File: config.mk
export PLATFORM = sky130hd
export DESIGN_NAME = sid_scrambler
export DESIGN_NICKNAME = d
export VERILOG_FILES = /design/src/rtl/sid_pkg.sv /design/src/rtl/sid_proto_form.sv /design/src/rtl/sid_mul_stage.sv /design/src/rtl/sid_fold_stage.sv /design/src/rtl/sid_correct_stage.sv /design/src/rtl/sid_scrambler.sv
export SDC_FILE = /design/constraint.sdc
export NUM_CORES = 2
export LEC_CHECK = 0
export BUFFER_PORTS_ARGS = -buffer_cell sky130_fd_sc_hd__buf_2
export CAP_MARGIN = 25
export CORE_AREA = 2 2 300 302
export CTS_BUF_LIST = sky130_fd_sc_hd__clkbuf_2
export CTS_CLUSTER_DIAMETER = 30
export DETAILED_ROUTE_END_ITERATION = 8
export DIE_AREA = 0 0 302 304
export MAX_ROUTING_LAYER = met4
export PLACE_DENSITY = 0.43
export SLEW_MARGIN = 10
export SYNTH_ARGS = -nofsm -noshare
export SYNTH_HDL_FRONTEND = slang
export SYNTH_HIERARCHICAL = 1
export SYNTH_SLANG_ARGS = --single-unit
File: constraint.sdc
create_clock -name clk -period 3.2 [get_ports clk]
set_input_delay 0.48 -clock clk [delete_from_list [all_inputs] [get_ports clk]]
set_output_delay 0.48 -clock clk [all_outputs]
set_load 0.05 [all_outputs]
File: src/rtl/sid_pkg.sv
package sid_pkg;

   typedef enum logic {
      SID_MODE_KERNEL = 1'b0,
      SID_MODE_USER   = 1'b1
   } sid_mode_e;

endpackage

File: src/rtl/sid_proto_form.sv
module sid_proto_form
   import sid_pkg::*;
#(
   parameter int unsigned SID_W  = 36,
   parameter int unsigned CTX_W  = 19,
   parameter int unsigned USEG_W = 16
) (
   input  logic              mode_i,
   input  logic [CTX_W-1:0]  ctx_i,
   input  logic [SID_W-1:0]  seg_i,
   output logic [SID_W-1:0]  proto_o,
   output logic              reserved_o
);

   sid_mode_e mode;

   always_comb begin
      mode = sid_mode_e'(mode_i);
      case (mode)
         SID_MODE_USER: proto_o = SID_W'({ctx_i, seg_i[USEG_W-1:0]});
         default:       proto_o = seg_i;
      endcase
      reserved_o = &proto_o;
   end

endmodule

File: src/rtl/sid_mul_stage.sv
module sid_mul_stage #(
   parameter int unsigned SID_W     = 36,
   parameter int unsigned MULT_W    = 28,
   parameter logic [MULT_W-1:0] MULT = 28'd200730139,
   parameter bit          MUL_SPLIT = 1'b0,
   localparam int unsigned PROD_W   = SID_W + MULT_W
) (
   input  logic              clk,
   input  logic              rst_n,
   input  logic              v_i,
   input  logic [SID_W-1:0]  proto_i,
   input  logic              err_i,
   output logic              v_o,
   output logic [PROD_W-1:0] prod_o,
   output logic              err_o
);

   logic [PROD_W-1:0] prod_c;

   generate
      if (MUL_SPLIT) begin : g_split
         localparam int unsigned LO_W = MULT_W / 2;
         logic [PROD_W-1:0] pp_lo;
         logic [PROD_W-1:0] pp_hi;
         assign pp_lo  = PROD_W'(proto_i) * PROD_W'(MULT[LO_W-1:0]);
         assign pp_hi  = (PROD_W'(proto_i) * PROD_W'(MULT[MULT_W-1:LO_W])) << LO_W;
         assign prod_c = pp_lo + pp_hi;
      end else begin : g_direct
         assign prod_c = PROD_W'(proto_i) * PROD_W'(MULT);
      end
   endgenerate

   always_ff @(posedge clk or negedge rst_n) begin
      if (!rst_n) begin
         v_o    <= 1'b0;
         prod_o <= '0;
         err_o  <= 1'b0;
      end else begin
         v_o    <= v_i;
         prod_o <= prod_c;
         err_o  <= v_i & err_i;
      end
   end

endmodule

File: src/rtl/sid_fold_stage.sv
module sid_fold_stage #(
   parameter int unsigned SID_W  = 36,
   parameter int unsigned MULT_W = 28,
   localparam int unsigned PROD_W = SID_W + MULT_W
) (
   input  logic              clk,
   input  logic              rst_n,
   input  logic              v_i,
   input  logic [PROD_W-1:0] prod_i,
   input  logic              err_i,
   output logic              v_o,
   output logic [SID_W:0]    x_o,
   output logic              err_o
);

   localparam logic [SID_W:0] X_MAX =
      {1'b0, {SID_W{1'b1}}} + {{(SID_W+1-MULT_W){1'b0}}, {MULT_W{1'b1}}};

   logic [SID_W:0] x_c;

   assign x_c = {1'b0, prod_i[SID_W-1:0]}
              + {{(SID_W+1-MULT_W){1'b0}}, prod_i[PROD_W-1:SID_W]};

   always_ff @(posedge clk or negedge rst_n) begin
      if (!rst_n) begin
         v_o   <= 1'b0;
         x_o   <= '0;
         err_o <= 1'b0;
      end else begin
         v_o   <= v_i;
         x_o   <= x_c;
         err_o <= v_i & err_i;
      end
   end

   // the folded sum stays below one modulus plus the multiplier range
   a_r8_fold_bound: assert property (@(posedge clk) disable iff (!rst_n)
      v_o |-> (x_o <= X_MAX));

endmodule

File: src/rtl/sid_correct_stage.sv
module sid_correct_stage #(
   parameter int unsigned SID_W = 36
) (
   input  logic             clk,
   input  logic             rst_n,
   input  logic             v_i,
   input  logic [SID_W:0]   x_i,
   input  logic             err_i,
   output logic             v_o,
   output logic [SID_W-1:0] vsid_o,
   output logic             err_o
);

   logic             wrap;
   logic [SID_W-1:0] vsid_c;

   // x + 1 carries into bit SID_W exactly when x reaches the modulus
   assign wrap   = x_i[SID_W] | (&x_i[SID_W-1:0]);
   assign vsid_c = x_i[SID_W-1:0] + SID_W'(wrap);

   always_ff @(posedge clk or negedge rst_n) begin
      if (!rst_n) begin
         v_o    <= 1'b0;
         vsid_o <= '0;
         err_o  <= 1'b0;
      end else begin
         v_o    <= v_i;
         vsid_o <= vsid_c;
         err_o  <= v_i & err_i;
      end
   end

   // the reserved code never leaves the block
   a_r4_never_reserved: assert property (@(posedge clk) disable iff (!rst_n)
      v_o |-> (vsid_o != {SID_W{1'b1}}));

endmodule

File: src/rtl/sid_scrambler.sv
module sid_scrambler #(
   parameter int unsigned SID_W     = 36,
   parameter int unsigned MULT_W    = 28,
   parameter logic [MULT_W-1:0] MULT = 28'd200730139,
   parameter int unsigned CTX_W     = 19,
   parameter int unsigned USEG_W    = 16,
   parameter bit          MUL_SPLIT = 1'b0
) (
   input  logic              clk,
   input  logic              rst_n,
   input  logic              in_valid,
   input  logic              in_user,
   input  logic [CTX_W-1:0]  in_ctx,
   input  logic [SID_W-1:0]  in_seg,
   output logic              out_valid,
   output logic [SID_W-1:0]  out_vsid,
   output logic              out_err
);

   localparam int unsigned PROD_W = SID_W + MULT_W;

   generate
      if (MULT_W > SID_W) begin : g_bad_mult_w
         $error("sid_scrambler: MULT_W must not exceed SID_W");
      end
      if (CTX_W + USEG_W >= SID_W) begin : g_bad_user_split
         $error("sid_scrambler: user proto must leave the top bit clear");
      end
      if (MULT == '0) begin : g_bad_mult
         $error("sid_scrambler: multiplier must be nonzero");
      end
      if (MULT_W < 2) begin : g_bad_mult_small
         $error("sid_scrambler: MULT_W must be at least 2");
      end
   endgenerate

   logic [SID_W-1:0]  proto;
   logic              reserved;
   logic              s1_v, s1_err;
   logic [PROD_W-1:0] s1_prod;
   logic              s2_v, s2_err;
   logic [SID_W:0]    s2_x;

   sid_proto_form #(
      .SID_W (SID_W),
      .CTX_W (CTX_W),
      .USEG_W(USEG_W)
   ) i_form (
      .mode_i    (in_user),
      .ctx_i     (in_ctx),
      .seg_i     (in_seg),
      .proto_o   (proto),
      .reserved_o(reserved)
   );

   sid_mul_stage #(
      .SID_W    (SID_W),
      .MULT_W   (MULT_W),
      .MULT     (MULT),
      .MUL_SPLIT(MUL_SPLIT)
   ) i_mul (
      .clk    (clk),
      .rst_n  (rst_n),
      .v_i    (in_valid),
      .proto_i(proto),
      .err_i  (reserved),
      .v_o    (s1_v),
      .prod_o (s1_prod),
      .err_o  (s1_err)
   );

   sid_fold_stage #(
      .SID_W (SID_W),
      .MULT_W(MULT_W)
   ) i_fold (
      .clk   (clk),
      .rst_n (rst_n),
      .v_i   (s1_v),
      .prod_i(s1_prod),
      .err_i (s1_err),
      .v_o   (s2_v),
      .x_o   (s2_x),
      .err_o (s2_err)
   );

   sid_correct_stage #(
      .SID_W(SID_W)
   ) i_corr (
      .clk   (clk),
      .rst_n (rst_n),
      .v_i   (s2_v),
      .x_i   (s2_x),
      .err_i (s2_err),
      .v_o   (out_valid),
      .vsid_o(out_vsid),
      .err_o (out_err)
   );

   // valid advances one stage per edge
   a_r6_valid_fold: assert property (@(posedge clk) disable iff (!rst_n)
      s1_v == $past(in_valid) || $past(!rst_n) || !$past(rst_n, 1));
   a_r6_valid_out: assert property (@(posedge clk) disable iff (!rst_n)
      s2_v |=> out_valid);
   a_r6_bubble_out: assert property (@(posedge clk) disable iff (!rst_n)
      !s2_v |=> !out_valid);

   // the reserved proto value leaves as a flagged zero
   a_r5_err_zero: assert property (@(posedge clk) disable iff (!rst_n)
      (out_valid && out_err) |-> (out_vsid == '0));

   // the error flag only travels with a valid result
   a_r5_err_needs_valid: assert property (@(posedge clk) disable iff (!rst_n)
      out_err |-> out_valid);

endmodule

==> metrics <==
Syn Inst Count=between 2000 and 3000; first-pass GRT wire length=about 130000 um; Clock Tree Buf Depth=2; wire length per cell=a little under 20 um; Final nets=around 4100; TritonCTS Buffers=17; Critical Path Source Type=input pin; Max-Cap Viols=0; drc violations=0; worst-skew pair later-pin latency=between 0.7 and 0.8 ns; Cell Rows=110; Mapped Area=around 26000 um2; initial antenna violation count=3; Core Area=89000 um2; DR iter-0 viols=roughly 960; worst hold path type=in -> reg; Rel. slew slack=61.0%; run status=finished with violations; Critical Path Sink Type=flop; root buf cell=clkbuf_2; Clock Pin Slew Worst Setup and Hold Paths=around 0.22 ns; Die X=302 um; FFs w/ async S/R, synth=between 90% and 100%; drt first pass iters=5; largest registers=i_mul/prod_o: 64 flops, i_fold/x_o: 37 flops, i_corr/vsid_o: 36 flops; largest net degree at the start of global routing=63; Tot GR Track Use=a little under 20%; arrival time at the worst endpoint=approximately 6.8 ns; most frequent CP cell=fa_1; Clock Sinks=143; CP max FO=8; post-layout util=about two fifths; Area Overhead vs Synth=33.7%; Syn Nets=3545; Max Fclk=161 MHz; max reg flops=64; fillers=between 8000 and 9000; GRT Residual Overflow=0; Die ar.=slightly above 90000 um2; EDFF count, synth=0; Detail Route Antenna Nets=0; Final min period=slightly above 6 ns; Critical-path top delay cell=fa_1; Biggest register=i_mul/prod_o; vias in the first global route=about 21000; Die Y-Extent=~300 um; RSZ-0062 raised after global routing=yes; Worst Tran Pin Value=between 0.5 and 0.6 ns; syn avg cell area=just over 10 um2; GPL Wtd Cong=around 0.94; area occupied by multi-input gates=approximately 22000 um2; H-tree depth=4; max-slew violation count=0; via/cell ratio=~4.5; commonest non-fill, non-tap cells in the layout=753 x inv_1, 447 x fa_1, 431 x buf_4; share of cells above drive strength 1=32.6%; Starting Density=between 20 and 30%; Critical Path RT=~3.8 ns; final WL=~85000 um; hpwl dp=around 77000 um; Seq/Total Area, Yosys=between 10% and 20%; Synth Warn #=6; IO Count=just under 100; Top FF cell, synth=dfrtp_1; failing checks=setup timing; Top delay family on crit path=adder cells; CTS tree=built; Synth cell types=79; final worst slack=-3.00 ns; flops & latches, synth=143; Vias=a little under 20000; setup violators final=57; final hold violations=0; peak per-stage delay on the critical path=0.52 ns; commonest non-fill, non-tap cell in the layout=inv_1; skew final=0.0478 ns; I/O Buffers=96; Reg area=roughly 3600 um2; Final period util=194%; pre-CTS WS=-3.97 ns; kind of critical path=in -> reg; Post-Route Setup TNS=-124.06 ns; WP buf/inv=11
==> stage by stage <==
step           hold slack (ns)  cells  cell area, um2
2_1_floorplan            0.184   2614           27400
3_3_place_gp             0.349   4312           32500
3_5_place_dp             0.352   4312           32500
4_1_cts                 0.0389   4378           34500
5_1_grt                 0.0271   4405           35300
6_report                 0.147   4406           35300
==> what timing repair did <==
| item | in CTS | in global routing |
|---|---|---|
| gates cloned | 1 | 0 |
| hold endpoints to repair | 60 | 0 |
| pin swaps | 171 | 111 |
| setup endpoints to repair | 58 | 57 |
| hold buffers | 2 | 0 |
| gates resized for setup | 291 | 149 |
| setup buffers | 44 | 35 |
==> cell usage after synthesis (12+ instances only) <==
cell,instances,share of area [%]
nor3_1,14,0.27
a31oi_1,14,0.33
inv_1,813,12
o21bai_1,21,0.60
clkbuf_1,17,0.24
nand2_1,69,0.98
nand4_1,42,0.99
buf_4,20,0.57
nor2_1,55,0.78
nand3_1,48,0.91
fa_1,490,37
a21o_1,39,1.1
and3_1,17,0.40
o21ai_0,41,0.78
a21oi_1,99,1.9
xnor2_1,81,2.7
nor2b_1,12,0.28
ha_1,382,18
xor2_1,43,1.4
dfrtp_1,143,14
==> cells by family (layout without fill, tap and decap cells) <==
| logic type | count (synthesis) | in the layout | share of synthesized area [%] |
|---|---|---|---|
| other | 0 | 2 | 0 |
| multiplexers | 17 | 17 | 0.809 |
| adder cells (fa/ha/maj) | 872 | 872 | 55.2 |
| flip-flops | 143 | 143 | 13.5 |
| buffers and inverters | 862 | 1476 | 12.7 |
| XOR/XNOR | 124 | 124 | 4.11 |
| AO/OA/AOI/OAI | 296 | 296 | 7.83 |
| AND/OR/NAND/NOR | 300 | 300 | 5.86 |
==> worst reg2reg max path, stage by stage (launching register included) <==
cell and delay (ns):
dfrtp_1 0.48, ha_1 0.45, nand3_1 0.18, nor4_1 0.54, o21ai_1 0.21, buf_4 0.19, a311oi_1 0.46, a31oi_1 0.18
a21o_1 0.19
==> routing by layer <==
layer / track usage [%] / share of wire (%) / vias up / wire, um
met5: - / 0 / - / 0
met1: 26.2 / 45 / 10000 / 38600
met3: 1.34 / 2.9 / 44 / 2440
li1: - / - / 9256 / -
met2: 32.4 / 51 / 280 / 42900
met4: 2.44 / 1.1 / 0 / 968
==> path summary, 6_finish.rpt <==
path                            startpoint                end  slack (ns)  cells past startpoint
max in group asynchronous            rst_n     i_fold/x_o[33]        2.07                      3
max                                in_user   i_mul/prod_o[52]       -3.00                     25
min in group asynchronous            rst_n  i_corr/vsid_o[16]        0.25                      2
min                              in_seg[0]    i_mul/prod_o[0]        0.15                      2
min reg2reg                     i_fold/v_o         i_corr/v_o        0.40                      0
max reg2reg                i_mul/prod_o[9]     i_fold/x_o[32]        0.19                      8
==> final cells by class <==
class / instances / area share, %
inverter: 813 / 8.73
timing repair buffer: 631 / 14.4
clock buffer: 17 / 0.241
tap: 1176 / 4.16
multi-input combinational: 1609 / 61.9
clock inverter: 15 / 0.425
antenna: 2 / 0.0142
sequential: 143 / 10.1
Power is left out: the tool's default activity adds up to more than one toggle a clock period on the data nets, which glitch-free logic cannot reach.
